### src/rtl/stat_irq_pkg.sv
package stat_irq_pkg;
  localparam int unsigned WORD_W = 32;
  localparam int unsigned SEL_W  = 2;

  typedef enum logic [SEL_W-1:0] {
    SEL_STATUS = 2'd0,
    SEL_CLEAR  = 2'd1,
    SEL_ENABLE = 2'd2,
    SEL_SPARE  = 2'd3
  } reg_sel_e;

  localparam logic [WORD_W-1:0] EVENT_POS = 32'h2020_0FFF;
  localparam logic [WORD_W-1:0] LEVEL_POS = 32'h001F_F000;
endpackage

### src/rtl/sticky_bank.sv
module sticky_bank #(
  parameter int unsigned W = 32,
  parameter logic [W-1:0] KEEP = '1
) (
  input  logic         clk,
  input  logic         rst_n,
  input  logic [W-1:0] set_i,
  input  logic [W-1:0] clr_i,
  output logic [W-1:0] q_o
);
  logic [W-1:0] q_d;
  logic [W-1:0] q_r;
  logic         upd;

  // Set takes priority over clear; positions outside KEEP never hold a 1.
  always_comb begin
    q_d = KEEP & (set_i | (q_r & ~clr_i));
    upd = |(KEEP & (set_i | clr_i));
  end

  always_ff @(posedge clk or negedge rst_n) begin
    if (!rst_n)   q_r <= '0;
    else if (upd) q_r <= q_d;
  end

  assign q_o = q_r;

  for (genvar k = 0; k < W; k++) begin : g_bit
    if (KEEP[k]) begin : g_kept
      assert_set_wins_R4: assert property (@(posedge clk) disable iff (!rst_n)
        set_i[k] |=> q_o[k]);
      assert_clear_R3: assert property (@(posedge clk) disable iff (!rst_n)
        (clr_i[k] && !set_i[k]) |=> !q_o[k]);
      assert_hold_R2: assert property (@(posedge clk) disable iff (!rst_n)
        (!clr_i[k] && !set_i[k]) |=> $stable(q_o[k]));
    end else begin : g_dropped
      assert_unused_zero_R6: assert property (@(posedge clk) disable iff (!rst_n)
        !q_o[k]);
    end
  end
endmodule

### src/rtl/enable_reg.sv
module enable_reg #(
  parameter int unsigned W = 32,
  parameter logic [W-1:0] KEEP = '1
) (
  input  logic         clk,
  input  logic         rst_n,
  input  logic         we_i,
  input  logic [W-1:0] wdata_i,
  output logic [W-1:0] q_o
);
  logic [W-1:0] q_d;
  logic [W-1:0] q_r;

  always_comb q_d = wdata_i & KEEP;

  always_ff @(posedge clk or negedge rst_n) begin
    if (!rst_n)    q_r <= '0;
    else if (we_i) q_r <= q_d;
  end

  assign q_o = q_r;

  assert_enable_load_R9: assert property (@(posedge clk) disable iff (!rst_n)
    we_i |=> (q_o == ($past(wdata_i) & KEEP)));
  assert_enable_hold_R9: assert property (@(posedge clk) disable iff (!rst_n)
    !we_i |=> $stable(q_o));
endmodule

### src/rtl/irq_combiner.sv
module irq_combiner #(
  parameter int unsigned W = 32
) (
  input  logic         clk,
  input  logic         rst_n,
  input  logic [W-1:0] status_i,
  input  logic [W-1:0] enable_i,
  output logic         irq_o
);
  logic irq_d;
  logic irq_r;

  always_comb irq_d = |(status_i & enable_i);

  always_ff @(posedge clk or negedge rst_n) begin
    if (!rst_n) irq_r <= 1'b0;
    else        irq_r <= irq_d;
  end

  assign irq_o = irq_r;

  assert_irq_rise_R7: assert property (@(posedge clk) disable iff (!rst_n)
    (|(status_i & enable_i)) |=> irq_o);
  assert_irq_quiet_R7: assert property (@(posedge clk) disable iff (!rst_n)
    !(|(status_i & enable_i)) |=> !irq_o);
endmodule

### src/rtl/stat_irq_unit.sv
module stat_irq_unit
  import stat_irq_pkg::*;
#(
  parameter int unsigned DW = WORD_W,
  parameter logic [DW-1:0] EV_BITS = EVENT_POS,
  parameter logic [DW-1:0] LV_BITS = LEVEL_POS
) (
  input  logic               clk,
  input  logic               rst_n,
  input  logic               wr_en_i,
  input  logic [SEL_W-1:0]   wr_addr_i,
  input  logic [DW-1:0]      wr_data_i,
  input  logic [SEL_W-1:0]   rd_addr_i,
  output logic [DW-1:0]      rd_data_o,
  input  logic [DW-1:0]      set_i,
  input  logic [DW-1:0]      live_i,
  output logic               irq_o
);
  localparam logic [DW-1:0] USED = EV_BITS | LV_BITS;

  reg_sel_e      wsel;
  reg_sel_e      rsel;
  logic          clr_hit;
  logic          en_hit;
  logic [DW-1:0] clr_vec;
  logic [DW-1:0] ev_q;
  logic [DW-1:0] en_q;
  logic [DW-1:0] status;

  always_comb begin
    wsel    = reg_sel_e'(wr_addr_i);
    rsel    = reg_sel_e'(rd_addr_i);
    clr_hit = wr_en_i && (wsel == SEL_CLEAR);
    en_hit  = wr_en_i && (wsel == SEL_ENABLE);
    clr_vec = clr_hit ? wr_data_i : '0;
  end

  sticky_bank #(.W(DW), .KEEP(EV_BITS)) u_events (
    .clk   (clk),
    .rst_n (rst_n),
    .set_i (set_i),
    .clr_i (clr_vec),
    .q_o   (ev_q)
  );

  enable_reg #(.W(DW), .KEEP(USED)) u_enable (
    .clk     (clk),
    .rst_n   (rst_n),
    .we_i    (en_hit),
    .wdata_i (wr_data_i),
    .q_o     (en_q)
  );

  always_comb status = ev_q | (live_i & LV_BITS);

  irq_combiner #(.W(DW)) u_irq (
    .clk      (clk),
    .rst_n    (rst_n),
    .status_i (status),
    .enable_i (en_q),
    .irq_o    (irq_o)
  );

  always_comb begin
    case (rsel)
      SEL_STATUS: rd_data_o = status;
      SEL_ENABLE: rd_data_o = en_q;
      default:    rd_data_o = '0;
    endcase
  end

  assert_level_mirror_R5: assert property (@(posedge clk) disable iff (!rst_n)
    (rsel == SEL_STATUS) |-> ((rd_data_o & LV_BITS) == (live_i & LV_BITS)));
  assert_status_ro_R8: assert property (@(posedge clk) disable iff (!rst_n)
    (wr_en_i && wsel == SEL_STATUS && set_i == '0) |=> ($stable(ev_q)));
  assert_clear_read_zero_R10: assert property (@(posedge clk) disable iff (!rst_n)
    (rsel == SEL_CLEAR || rsel == SEL_SPARE) |-> (rd_data_o == '0));
endmodule

### config.mk
export PLATFORM = sky130hd
export DESIGN_NAME = stat_irq_unit
export DESIGN_NICKNAME = d
export VERILOG_FILES = /design/src/rtl/stat_irq_pkg.sv /design/src/rtl/sticky_bank.sv /design/src/rtl/enable_reg.sv /design/src/rtl/irq_combiner.sv /design/src/rtl/stat_irq_unit.sv
export SDC_FILE = /design/constraint.sdc
export NUM_CORES = 1
export LEC_CHECK = 0
export ABC_AREA = 1
export BUFFER_PORTS_ARGS = -buffer_cell sky130_fd_sc_hd__buf_4
export CORE_ASPECT_RATIO = 1.75
export CORE_MARGIN = 2
export CORE_UTILIZATION = 30
export CTS_CLUSTER_SIZE = 20
export DETAILED_ROUTE_END_ITERATION = 12
export SETUP_SLACK_MARGIN = 0.02
export SYNTH_ARGS = -nofsm -noshare
export SYNTH_HDL_FRONTEND = slang
export SYNTH_SLANG_ARGS = --single-unit
### constraint.sdc
create_clock -name clk -period 2.6 [get_ports clk]
set_input_delay 0.65 -clock clk [delete_from_list [all_inputs] [get_ports clk]]
set_output_delay 0.65 -clock clk [all_outputs]
set_load 0.02 [all_outputs]
==> impl_metrics.env <==
export IMPL_dieWidth_um=67.60
export IMPL_ctsResizeCount=0
export IMPL_area_growth_pct=36.59
export IMPL_first_global_vias=1902
export IMPL_fmax_mhz=456.7
export IMPL_cp_top_family="buffers and inverters"
export IMPL_highest_layer="met4"
export IMPL_antenna_left=0
export IMPL_fin_area_um2=2900
export IMPL_start_util=0.3097
export IMPL_ys_ff_latch=38
export IMPL_hold_path_class="input pin to async pin"
export IMPL_cp_cell_sequence="buf_4 > inv_2 > nand3_1 > o21ai_2 > buf_4"
export IMPL_grt_use_total=0.1505
export IMPL_drive_above_1_share=0.3150
export IMPL_cts_htree_levels=2
export IMPL_core_um2=6857
export IMPL_postCtsSetupRepairBufs=0
export IMPL_critPathCaptureType="primary output"
export IMPL_p_total_w=0.001894
export IMPL_portBuffers=76
export IMPL_drc=0
export IMPL_netlist_area_um2=2123
export IMPL_setup_tns_final_ns=0
export IMPL_cts_buffers=5
export IMPL_synth_cell_type_count=17
export IMPL_rsz0062_at_grt="false"
export IMPL_critPathArrivalTime_ns=1.54
export IMPL_dieArea_um2=7793
export IMPL_hold_buffers=0
export IMPL_worstPathMaxFanout=23
export IMPL_wl_met1_um=2157
export IMPL_status="complete, no violations"
export IMPL_clk_latency_ns=0.28
export IMPL_post_place_ws_ns=0.4071
export IMPL_drt_pass1_iterations=4
export IMPL_maxCapViolCount=0
export IMPL_slew_violations=0
export IMPL_startpoint_type="input pin"
export IMPL_fin_crit_sh=0.8422
export IMPL_post_dp_cell_area_um2=2701
export IMPL_grt_max_degree=47
export IMPL_crit_slowest_cell="inv_2"
export IMPL_max_stage_delay_ns=0.33
export IMPL_fin_nets=448
export IMPL_path_class="input pin to primary output"
export IMPL_cp_required_ns=1.95
export IMPL_syn_inst=273
export IMPL_clock_skew_ns=0.004868
export IMPL_vias=1920
export IMPL_leakage_nw=1.646
export IMPL_yosysSeqAreaShare=0.4478
export IMPL_dieHeight_um=115.3
export IMPL_antenna_found_initial=0
export IMPL_finalSetupViolCount=0
export IMPL_finalCriticalPeriod_ns=2.190
export IMPL_setup_ws_ns=0.4103
export IMPL_avgViaCountPerCell=4.465
export IMPL_irDropWorstVdd_v=0.0004742
export IMPL_tightest_slew_ns=0.8971
export IMPL_wl_met2_um=2845
export IMPL_stdcell_count=430
export IMPL_placementRows=40
export IMPL_syn_area_per_cell_um2=7.778
export IMPL_slew_headroom=0.4013
export IMPL_cts_tree="built"
export IMPL_wire_per_inst_um=12.38
export IMPL_antenna_cells=0
export IMPL_cp_buffers_inverters=3
export IMPL_wl_met3_um=224
export IMPL_io_pins=136
export IMPL_post_place_cells=422
export IMPL_drtIter0Drc=81
export IMPL_hold_violations=0
export IMPL_cts_root_buf="clkbuf_16"
export IMPL_dp_hpwl_um=3808
export IMPL_crit_top_cell="buf_4"
export IMPL_clk_pin_slew_ns=0.06
export IMPL_place_congestion=0.7642
export IMPL_overflow=0
export IMPL_power_density_nw_per_um2=653.0
export IMPL_clock_sinks=38
export IMPL_wirelength_um=5324
export IMPL_grt_pass1_wl_um=8714
export IMPL_cts_max_path_buffers=2
export IMPL_yosysWarnings=0
-- area by class of cell --
| class | count | area (um2) |
|---|---|---|
| Inverter | 49 | 183.9 |
| Multi-Input combinational cell | 174 | 883.3 |
| Clock buffer | 6 | 138.9 |
| Fill cell | 745 | 3956 |
| Tap cell | 84 | 105.1 |
| Sequential cell | 38 | 950.9 |
| Timing Repair Buffer | 77 | 578.1 |
| Clock inverter | 2 | 60.06 |
-- stage by stage --
step	hold slack, ns	util
floorplan	0.3544	-
global placement	0.4956	0.3940
detailed placement	0.5042	0.3940
CTS	0.3571	0.4230
global route	0.3764	0.4230
finish	0.3280	0.4230
-- kinds of logic after synthesis --
| kind of cell | count (synthesis) | synth area share |
|---|---|---|
| AND/OR/NAND/NOR | 105 | 0.2068 |
| buffers and inverters | 69 | 0.1503 |
| AO/OA/AOI/OAI | 60 | 0.1933 |
| flip-flops | 38 | 0.4478 |
| other | 1 | 0.001766 |
-- cell usage in the layout, fill, tap and decap left out, types with 5 or more instances in the layout --
master / instances
conb_1: 9
o21ai_2: 20
o21ai_1: 26
inv_1: 47
clkbuf_16: 5
buf_4: 77
nand2_1: 57
nor2_1: 21
nand3_1: 23
o21bai_1: 14
dfrtp_1: 38
-- synth_stat cells (all sizes together) --
library cell / instances / area share
nand2: 57 / 0.10
inv: 49 / 0.087
clkbuf: 2 / 0.0035
o21ai: 46 / 0.14
dfrtp: 38 / 0.45
nand3: 24 / 0.059
conb: 1 / 0.0018
or2: 1 / 0.0041
nand4: 2 / 0.0059
buf: 18 / 0.060
o21bai: 14 / 0.049
nor2: 21 / 0.037
-- routing by layer --
| layer | track usage | vias to the layer above |
|---|---|---|
| met1 | 0.1787 | 876 |
| li1 | - | 981 |
| met3 | 0.02348 | 7 |
| met4 | 0.05714 | 0 |
| met2 | 0.2647 | 56 |
| met5 | 0 | - |
-- flip-flops by register name (all words and copies together), names as in the netlist --
name	cells
u_irq.irq_o	1
u_events.q_o	14
u_enable.q_o	23
-- power breakdown --
group / total, W / internal (W) / switching (W)
registers: 0.000703 / 0.000657 / 0.0000461
clock network: 0.000807 / 0.000576 / 0.000232
logic: 0.000384 / 0.000170 / 0.000214
-- path summary, 6_finish.rpt --
kind	from	endpoint	slack (ns)	depth (start not counted)
max	rd_addr_i[0]	rd_data_o[9]	0.41	5
min	rst_n	u_events.q_o[0]	0.33	1
max reg2reg	u_enable.q_o[18]	u_irq.irq_o	1.62	6
min reg2reg	u_enable.q_o[15]	u_enable.q_o[15]	0.52	2
max in group asynchronous	rst_n	u_events.q_o[4]	1.91	1
min in group clk	u_enable.q_o[15]	u_enable.q_o[15]	0.52	2
No activity file was read; power rests on OpenSTA's default activity.
